`src/rtl/uart_fl_pkg.sv`:
```
package uart_fl_pkg;

  localparam int REG_AW = 3;
  localparam int REG_DW = 8;

  typedef enum logic [REG_AW-1:0] {
    A_TXCNT  = 3'd0,
    A_RXMARK = 3'd1,
    A_SIZE   = 3'd2,
    A_RXCNT  = 3'd3,
    A_STAT   = 3'd4
  } reg_addr_e;

  // status bit positions
  localparam int S_TXOVF = 0;
  localparam int S_TXUNF = 1;
  localparam int S_RXOVF = 2;
  localparam int S_RXUNF = 3;
  localparam int S_READY = 4;

  function automatic logic mark_hit(input logic [REG_DW-1:0] level,
                                    input logic [REG_DW-1:0] mark);
    return level >= mark;
  endfunction

  function automatic logic ready_nx(input logic hit, input logic ready,
                                    input logic popped);
    return hit | (ready & ~popped);
  endfunction

endpackage

```
`src/rtl/uart_fl_fifo.sv`:
```
module uart_fl_fifo #(
  parameter int DEPTH = 16,
  parameter int DW    = 8,
  localparam int AW   = (DEPTH > 1) ? $clog2(DEPTH) : 1,
  localparam int CW   = $clog2(DEPTH + 1)
) (
  input  logic          clk,
  input  logic          rst_n,
  input  logic          push,
  input  logic [DW-1:0] push_data,
  input  logic          pop,
  output logic [DW-1:0] pop_data,
  output logic [CW-1:0] level,
  output logic [CW-1:0] level_nx,
  output logic          pop_ok,
  output logic          ovf_ev,
  output logic          unf_ev
);

  logic [DW-1:0] mem [DEPTH];
  logic [AW-1:0] wr_q, rd_q;
  logic [DW-1:0] last_q;
  logic          full, empty, push_ok;

  function automatic logic [AW-1:0] wrap_inc(input logic [AW-1:0] p);
    return (p == AW'(DEPTH - 1)) ? '0 : p + 1'b1;
  endfunction

  assign full    = (level == CW'(DEPTH));
  assign empty   = (level == '0);
  assign pop_ok  = pop & ~empty;
  assign push_ok = push & (~full | pop_ok);
  assign ovf_ev  = push & ~push_ok;
  assign unf_ev  = pop & empty;
  assign pop_data = empty ? last_q : mem[rd_q];

  always_comb begin
    unique case ({push_ok, pop_ok})
      2'b10:   level_nx = level + 1'b1;
      2'b01:   level_nx = level - 1'b1;
      default: level_nx = level;
    endcase
  end

  always_ff @(posedge clk) begin
    if (push_ok) mem[wr_q] <= push_data;
  end

  always_ff @(posedge clk) begin
    if (!rst_n) begin
      wr_q   <= '0;
      rd_q   <= '0;
      level  <= '0;
      last_q <= '0;
    end else begin
      level <= level_nx;
      if (push_ok) wr_q <= wrap_inc(wr_q);
      if (pop_ok) begin
        rd_q   <= wrap_inc(rd_q);
        last_q <= mem[rd_q];
      end
    end
  end

  p_level_bound_r9: assert property (@(posedge clk) disable iff (!rst_n)
    level <= CW'(DEPTH));
  p_drop_full_r9: assert property (@(posedge clk) disable iff (!rst_n)
    (full && push && !pop) |=> (level == CW'(DEPTH)));
  p_empty_hold_r10: assert property (@(posedge clk) disable iff (!rst_n)
    (empty && pop && !push) |=> $stable(pop_data));
  p_pushpop_level_r12: assert property (@(posedge clk) disable iff (!rst_n)
    (push && pop && !empty) |=> $stable(level));

endmodule

```
`src/rtl/uart_fl_rxmark.sv`:
```
module uart_fl_rxmark
  import uart_fl_pkg::*;
(
  input  logic              clk,
  input  logic              rst_n,
  input  logic              mark_wr,
  input  logic [REG_DW-1:0] mark_wdata,
  input  logic              rx_en,
  input  logic [REG_DW-1:0] level,
  input  logic [REG_DW-1:0] level_nx,
  input  logic              popped,
  output logic [REG_DW-1:0] mark,
  output logic              ready
);

  logic [REG_DW-1:0] mark_nx;
  logic              wr_take, wr_ignored, hit_nx;

  assign wr_take    = mark_wr & ~rx_en;
  assign wr_ignored = mark_wr & rx_en;
  assign mark_nx    = wr_take ? mark_wdata : mark;
  assign hit_nx     = mark_hit(level_nx, mark_nx);

  always_ff @(posedge clk) begin
    if (!rst_n) begin
      mark  <= REG_DW'(1);
      ready <= 1'b0;
    end else begin
      mark  <= mark_nx;
      ready <= ready_nx(hit_nx, ready, popped);
    end
  end

  p_mark_locked_r5: assert property (@(posedge clk) disable iff (!rst_n)
    wr_ignored |=> $stable(mark));
  p_flag_set_r6: assert property (@(posedge clk) disable iff (!rst_n)
    (level >= mark) |-> ready);
  p_flag_sticky_r7: assert property (@(posedge clk) disable iff (!rst_n)
    (ready && !popped) |=> ready);
  p_flag_clear_r7: assert property (@(posedge clk) disable iff (!rst_n)
    $fell(ready) |-> ($past(popped) && level < mark));

endmodule

```
`src/rtl/uart_fl_top.sv`:
```
module uart_fl_top
  import uart_fl_pkg::*;
#(
  parameter int DEPTH = 16,
  parameter int DW    = 8
) (
  input  logic          clk,
  input  logic          rst_n,
  input  logic          reg_wr,
  input  logic [2:0]    reg_addr,
  input  logic [7:0]    reg_wdata,
  output logic [7:0]    reg_rdata,
  input  logic          rx_en,
  input  logic          rx_irq_en,
  input  logic          dma_sel,
  input  logic          tx_wr,
  input  logic [DW-1:0] tx_wdata,
  input  logic          tx_take,
  output logic [DW-1:0] tx_data,
  input  logic          rx_put,
  input  logic [DW-1:0] rx_pdata,
  input  logic          rx_get,
  output logic [DW-1:0] rx_data,
  output logic          rx_irq,
  output logic          rx_dma_req
);

  localparam int CW = $clog2(DEPTH + 1);

  logic [CW-1:0]     tx_lvl, tx_lvl_nx, rx_lvl, rx_lvl_nx;
  logic              tx_pop_ok, rx_pop_ok;
  logic              tx_ovf_ev, tx_unf_ev, rx_ovf_ev, rx_unf_ev;
  logic [REG_DW-1:0] mark;
  logic              ready;
  logic [3:0]        err_q, err_set, err_clr;
  logic              stat_wr;

  uart_fl_fifo #(.DEPTH(DEPTH), .DW(DW)) u_txq (
    .clk(clk), .rst_n(rst_n),
    .push(tx_wr), .push_data(tx_wdata),
    .pop(tx_take), .pop_data(tx_data),
    .level(tx_lvl), .level_nx(tx_lvl_nx), .pop_ok(tx_pop_ok),
    .ovf_ev(tx_ovf_ev), .unf_ev(tx_unf_ev)
  );

  uart_fl_fifo #(.DEPTH(DEPTH), .DW(DW)) u_rxq (
    .clk(clk), .rst_n(rst_n),
    .push(rx_put), .push_data(rx_pdata),
    .pop(rx_get), .pop_data(rx_data),
    .level(rx_lvl), .level_nx(rx_lvl_nx), .pop_ok(rx_pop_ok),
    .ovf_ev(rx_ovf_ev), .unf_ev(rx_unf_ev)
  );

  uart_fl_rxmark u_mark (
    .clk(clk), .rst_n(rst_n),
    .mark_wr(reg_wr && reg_addr == A_RXMARK),
    .mark_wdata(reg_wdata),
    .rx_en(rx_en),
    .level(REG_DW'(rx_lvl)),
    .level_nx(REG_DW'(rx_lvl_nx)),
    .popped(rx_pop_ok),
    .mark(mark),
    .ready(ready)
  );

  assign stat_wr = reg_wr && reg_addr == A_STAT;
  assign err_set = {rx_unf_ev, rx_ovf_ev, tx_unf_ev, tx_ovf_ev};
  assign err_clr = stat_wr ? reg_wdata[3:0] : 4'b0;

  always_ff @(posedge clk) begin
    if (!rst_n) err_q <= '0;
    else        err_q <= err_set | (err_q & ~err_clr);
  end

  assign rx_irq     = ready & rx_irq_en & ~dma_sel;
  assign rx_dma_req = ready & dma_sel;

  always_comb begin
    unique case (reg_addr)
      A_TXCNT:  reg_rdata = REG_DW'(tx_lvl);
      A_RXMARK: reg_rdata = mark;
      A_SIZE:   reg_rdata = REG_DW'(DEPTH);
      A_RXCNT:  reg_rdata = REG_DW'(rx_lvl);
      A_STAT:   reg_rdata = {3'b0, ready, err_q};
      default:  reg_rdata = '0;
    endcase
  end

  p_route_excl_r8: assert property (@(posedge clk) disable iff (!rst_n)
    !(rx_irq && rx_dma_req));
  p_tx_take_count_r2: assert property (@(posedge clk) disable iff (!rst_n)
    (tx_pop_ok && !tx_wr) |=> (tx_lvl == $past(tx_lvl) - 1'b1));
  p_err_sticky_r11: assert property (@(posedge clk) disable iff (!rst_n)
    (err_q[0] && !(stat_wr && reg_wdata[0])) |=> err_q[0]);

endmodule

```
`config.mk`:
```
export PLATFORM = sky130hd
export DESIGN_NAME = uart_fl_top
export DESIGN_NICKNAME = d
export VERILOG_FILES = /design/src/rtl/uart_fl_pkg.sv /design/src/rtl/uart_fl_fifo.sv /design/src/rtl/uart_fl_rxmark.sv /design/src/rtl/uart_fl_top.sv
export SDC_FILE = /design/constraint.sdc
export NUM_CORES = 1
export LEC_CHECK = 0
export ABC_AREA = 1
export BUFFER_PORTS_ARGS = -buffer_cell sky130_fd_sc_hd__buf_2
export CAP_MARGIN = 10
export CORE_MARGIN = 2
export CORE_UTILIZATION = 30
export DETAILED_ROUTE_END_ITERATION = 12
export GPL_ROUTABILITY_DRIVEN = 0
export PLACE_DENSITY = 0.48
export SYNTH_ARGS = -nofsm -noshare
export SYNTH_HDL_FRONTEND = slang
export SYNTH_SLANG_ARGS = --single-unit
```
`constraint.sdc`:
```
create_clock -name clk -period 6.4 [get_ports clk]
set_clock_uncertainty 0.05 [all_clocks]
set_input_delay 1.28 -clock clk [delete_from_list [all_inputs] [get_ports clk]]
set_output_delay 1.28 -clock clk [all_outputs]
set_load 0.005 [all_outputs]
```
* Word level (Yosys, flattened, before mapping)
Memories as Yosys holds them, arrays and structs flattened. A register that Yosys moved wholly into a read port is not among the register bits. Index checks and enable logic that the tools add are counted. Widths: inputs -> output; s select.
Cells by class: $add $sub $neg 8, magnitude comparators 1, equal/unequal tests 14, muxes and demuxes 19, bitwise gates (word level) 28, reduce and logical (&&, ||, !) cells 6
Operator list (number):
- $pmux 8 s5 | 1
- $mux 4 | 9
- $mux 8 | 3
- $pmux 5 s2 | 2
- $add 4x1->4 const B | 4
- $eq 4x4->1 const B | 4
- $and 1x1->1 | 13
- $add 5x1->5 const B | 2
- $eq 5x5->1 const B | 2
- $logic_not 5->1 | 2
- $sub 5x1->5 const B | 2
- $not 1->1 | 9
- $ge 5x8->1 | 1
- $eq 3x2->1 const B | 2
- $and 4x4->4 | 1
- $eq 2x1->1 const B | 2
- $eq 2x2->1 const B | 2
- $mux 1 | 4
- $not 4->4 | 1
- $or 4x4->4 | 1
- $eq 3x1->1 const B | 1
- $eq 3x3->1 const B | 1
- $logic_not 3->1 | 1
- $or 1x1->1 | 3
- 2 further kinds | 3
Word-level totals: flip-flop bits (word level) 55, bits in writable memories 256, bits of input ports 37, output and inout port bits 26, word-level logic and storage cells 89, memories kept 2
Memory list:
- u_rxq.mem | words 16, width 8, rd ports 1, clocked after memory_dff 1, wr ports 1, RTL line uart_fl_fifo.sv:20 | logic [DW-1:0] mem [DEPTH];
- u_txq.mem | words 16, width 8, rd ports 1, clocked after memory_dff 1, wr ports 1, RTL line uart_fl_fifo.sv:20

* Depth between registers and ports, before layout
depth in word-level cells 9, mapped depth 21, mapped depth without buffers 21

* By module
From an unflattened synthesis, not the netlist that was laid out.
Unflattened totals: cell total of the unflattened synthesis 1458, area total of the unflattened synthesis 14176.1 µm²
By module, submodules not included:
- uart_fl_fifo (u_rxq) | times used 1, cells an instance 662, area each 6650.1 µm²
- uart_fl_fifo (u_txq) | times used 1, cells an instance 661, area each 6622.6 µm²
- uart_fl_rxmark | times used 1, cells an instance 65, area each 518.0 µm²
- uart_fl_top | times used 1, cells an instance 70, area each 385.4 µm²

* Worst setup path after synthesis
OpenSTA, ideal clock, no wires.
kind input -> output, start in reg_addr[2], end out reg_rdata[0], data arrival time 1892 ps, data required time 5070 ps, setup slack 3178 ps, stages on the path 4, buffers on the path 0, cell sequence inv_1 nor3_1 nand2_1 o2111ai_1
Between the ends: longest elaborated chain between the ends 2, elaborated cells on any way between the ends 6, classes of those cells eq/ne: 4; mux: 1; reduce/logical: 1
Ends and longest elaborated chain:
- start, declared | RTL line uart_fl_top.sv:10 | input logic [2:0] reg_addr,
- $eq 3x3->1, or another cell as far along | RTL line uart_fl_top.sv:79 | unique case (reg_addr)
- $pmux 8 s5 * | RTL line uart_fl_top.sv:79
- end, declared | RTL line uart_fl_top.sv:12 | output logic [7:0] reg_rdata,
Every way passes the cells marked *; elsewhere a longest branch is shown, timed or not.

==> results.md <==
- Number of buffers added on ports: 62
- Critical path arrival: 2.87 ns
- Flip-flop and latch count after synthesis: roughly 320
- Type of element capturing the critical path: output port
- Wire length of the first global-routing pass: 52100 um
- Wire length on met3: 1180 um
- Register-to-Register Path Depth: 18
- Top cell type by total area after synthesis: sky130_fd_sc_hd__edfxtp_1
- Avg Synthesized Cell Area: 10.6 um2
- Vias/cell: 4.67
- Total clock buffers created by CTS: 38
- FF-to-FF Start: u_rxq.level[0]
- Post-layout net count: 1418
- Final setup violation count: 0
- Area of the placeable core: 0.0455 mm2
- Post-CTS resize count: 0
- Wire length reported by the detailed router: 34200 um
- Average wire per cell in the routed design: 17.2 um
- Worst ir drop on vdd: 0.216 mV
- Number of enable-type register cells in the synthesized netlist: 256
- Post-placement worst setup slack: 2.71 ns
- Leading cell types by total area after synthesis: sky130_fd_sc_hd__edfxtp_1, sky130_fd_sc_hd__dfxtp_1, sky130_fd_sc_hd__inv_1
- Flop pwr share: 0.411
- Sequential-to-total area share from yosys stat: 0.646
- Total number of vias: 9281
- Final total negative setup slack: 0 ns
- H-tree level count: 2
- Worst skew pair latency: 0.55 ns
- Number of buffers between clock root and the deepest sink: 3
- Layout cells sized above 1: 0.112
- Post-cts hold buffer count: 0
- Cell area after synthesis: approximately 0.014 mm2
- Antenna violations before repair: 1
- Worst slew slack as a fraction of its limit: 0.360
- Min setup slack post-route: 2.20 ns
- Critical setup path kind: reg2out
- Highest routed metal layer: met5
- Die Y: approximately 220 um
- Horiz. Die Dim: 219 um
- Largest net degree at the start of global routing: 90
- Count of different cell masters after synthesis: 38
- Switching share of power: 0.320
- Number of I/O pins: 63
- Number of global-route vias before repair: roughly 8900
- Gate count after technology mapping: between 1000 and 1500
- Length of routed wiring on met1: 15300 um
- Clock group share of total power: 0.360
- Worst r2r dst: u_mark.ready
- Most common cell in the synthesized netlist: sky130_fd_sc_hd__edfxtp_1
- Remaining antenna violation count after routing: 0
- Combinational Power Share: 0.229
- Switching power: 2.01 mW
- Worst reg2reg setup slack: 3.40 ns
- Clock root buffer master: sky130_fd_sc_hd__clkbuf_16
- Slew Limit Fails: 0
- Maximum fanout along the worst path: between 70 and 80
- Maximum operating frequency: 0.238 GHz
- Synth Warn #: 0
- WP data required: around 5.1 ns
- Violation count after the first detailed-routing iteration: 712
- Class of the tightest hold or removal check: reg2reg
- Sink count of the clock tree: 319
- Filler cells: 4575
- DR DRC count: 0
- Met2 wire length: 16800 um
- Detail Placement HPWL: 21900 um
- Die Area: 0.0479 mm2
- Number of violations of the max-capacitance limit: 0
- Internal power consumption: between 4 and 5 mW
- Pwr/cell area: between 300 and 400 mW/mm2
- Most common library cells after synthesis: sky130_fd_sc_hd__edfxtp_1, sky130_fd_sc_hd__inv_1, sky130_fd_sc_hd__nand2_1
- Min Tclk post-route: 4.20 ns
- Capturing element of the worst setup path: tx_data[3]
- Share of synthesized registers carrying an async set or reset: 0
- Area taken by multi-input logic gates: 0.00386 mm2
- Overall global routing resource usage: 0.144
- Clock transition at path regs: 0.06 ns
- Predominant post-synthesis flop cell: sky130_fd_sc_hd__edfxtp_1
- Net count of the mapped netlist: 1371
- Transition at the pin with the smallest max-transition slack: between 0.9 and 1 ns
- Share of the synthesized area in the top cell type: 0.555
- Clock tree from TritonCTS: done
- Startpoint kind of the worst setup timing path: flip-flop
- Leakage dissipation: 6.03 nW
- Diodes inserted: 0
- Number of failing hold endpoints at the final stage: 0
- Number of detailed-route iterations in the first pass: 5
- Beginning of the worst hold path: err_q[1]
- Footprint of the flip-flops and latches: 0.00896 mm2
- Syn-to-layout area delta: 15.4%
- Initial core utilization: 0.305
- RSZ-0062 raised after global routing: false
- Final worst path period share: 0.656
- Post-CTS Repair Setup Buffers: 0
- Sum of overflow across all layers after global routing: 0
- Status: complete, no violations
- FP Rows: 78
## power by group through the flow
stage          clock network [mW]  registers, mW  logic, mW
4_1_cts                      2.32           2.59       1.47
3_3_place_gp                    0           2.63       1.44
2_1_floorplan                   0           2.46       1.13
5_1_grt                      2.40           2.62       1.65
6_report                     2.27           2.58       1.44
3_5_place_dp                    0           2.63       1.46
## through the flow
stage           util  cell area (um2)  hold slack [ns]  cells  power (mW)
2_1_floorplan      -            13800            0.400   1311        3.59
3_3_place_gp   0.323            14700            0.419   1918        4.07
3_5_place_dp   0.323            14700            0.430   1918        4.09
4_1_cts        0.351            16000            0.438   1988        6.37
5_1_grt        0.351            16000            0.464   1988        6.67
6_report       0.351            16000            0.436   1988        6.29
## cell usage in the layout, fill, tap and decap left out, drive strengths merged
cell type	count
nor3	6
clkbuf	48
nand4	4
o2111ai	4
xnor2	3
o21bai	1
bufinv	7
clkinv	9
or2	3
xor2	6
nand2	169
inv	200
dfxtp	63
clkinvlp	3
edfxtp	256
a32oi	1
nor2	121
nand3	131
and2	1
buf	69
a31oi	16
fa	2
ha	21
a21oi	91
mux2i	1
o211ai	64
o21ai	86
o21a	2
## critical path, stage by stage, from the launching register on
cell and delay (ns):
sky130_fd_sc_hd__dfxtp_4 0.80, sky130_fd_sc_hd__buf_4 0.53, sky130_fd_sc_hd__o21ai_0 0.18, sky130_fd_sc_hd__nand3_1 0.11, sky130_fd_sc_hd__nand3_1 0.16, sky130_fd_sc_hd__a31oi_1 0.32, sky130_fd_sc_hd__buf_2 0.17
## routing by layer
layer  track usage  vias up
met3        0.0233       57
met4        0.0516        2
met2         0.246      157
li1              -     4603
met1         0.186     4462
met5             0        -
## final cells by class
class	instances	area share
inverters	197	0.0464
repair buffers	69	0.0227
flip-flops and latches	319	0.561
multi-input cells	733	0.242
well taps	600	0.0470
clock inverters	22	0.0195
clock buffers	48	0.0619
## worst min path at each step
stage / slack [ns] / endpoint / cells past startpoint
after floorplan: 0.40 / err_q[2] / 2
after global placement: 0.42 / err_q[1] / 2
after detailed placement: 0.43 / err_q[1] / 2
after CTS: 0.44 / err_q[1] / 2
after global routing: 0.46 / err_q[3] / 2
final: 0.44 / err_q[1] / 2
## cells by family after synthesis
logic type | after synthesis | synth area share
compound gates | 265 | 0.111
fa+ha+maj | 23 | 0.0219
simple gates | 435 | 0.139
xor+xnor | 9 | 0.00623
mux | 1 | 0.000723
buf+inv | 259 | 0.0749
flops | 319 | 0.646
## sequential cells by signal (all words and copies together) (netlist names), named ones only
register and cells:
err_q 4, u_rxq.last_q 8, u_mark.mark 8, u_mark.ready 1, u_rxq.level 5, u_rxq.mem 128, u_txq.wr_q 4, u_rxq.rd_q 4
u_txq.last_q 8, u_txq.mem 128, u_rxq.wr_q 4, u_txq.level 5, u_txq.rd_q 4
Note: power is estimated with default switching activity, not from simulation.
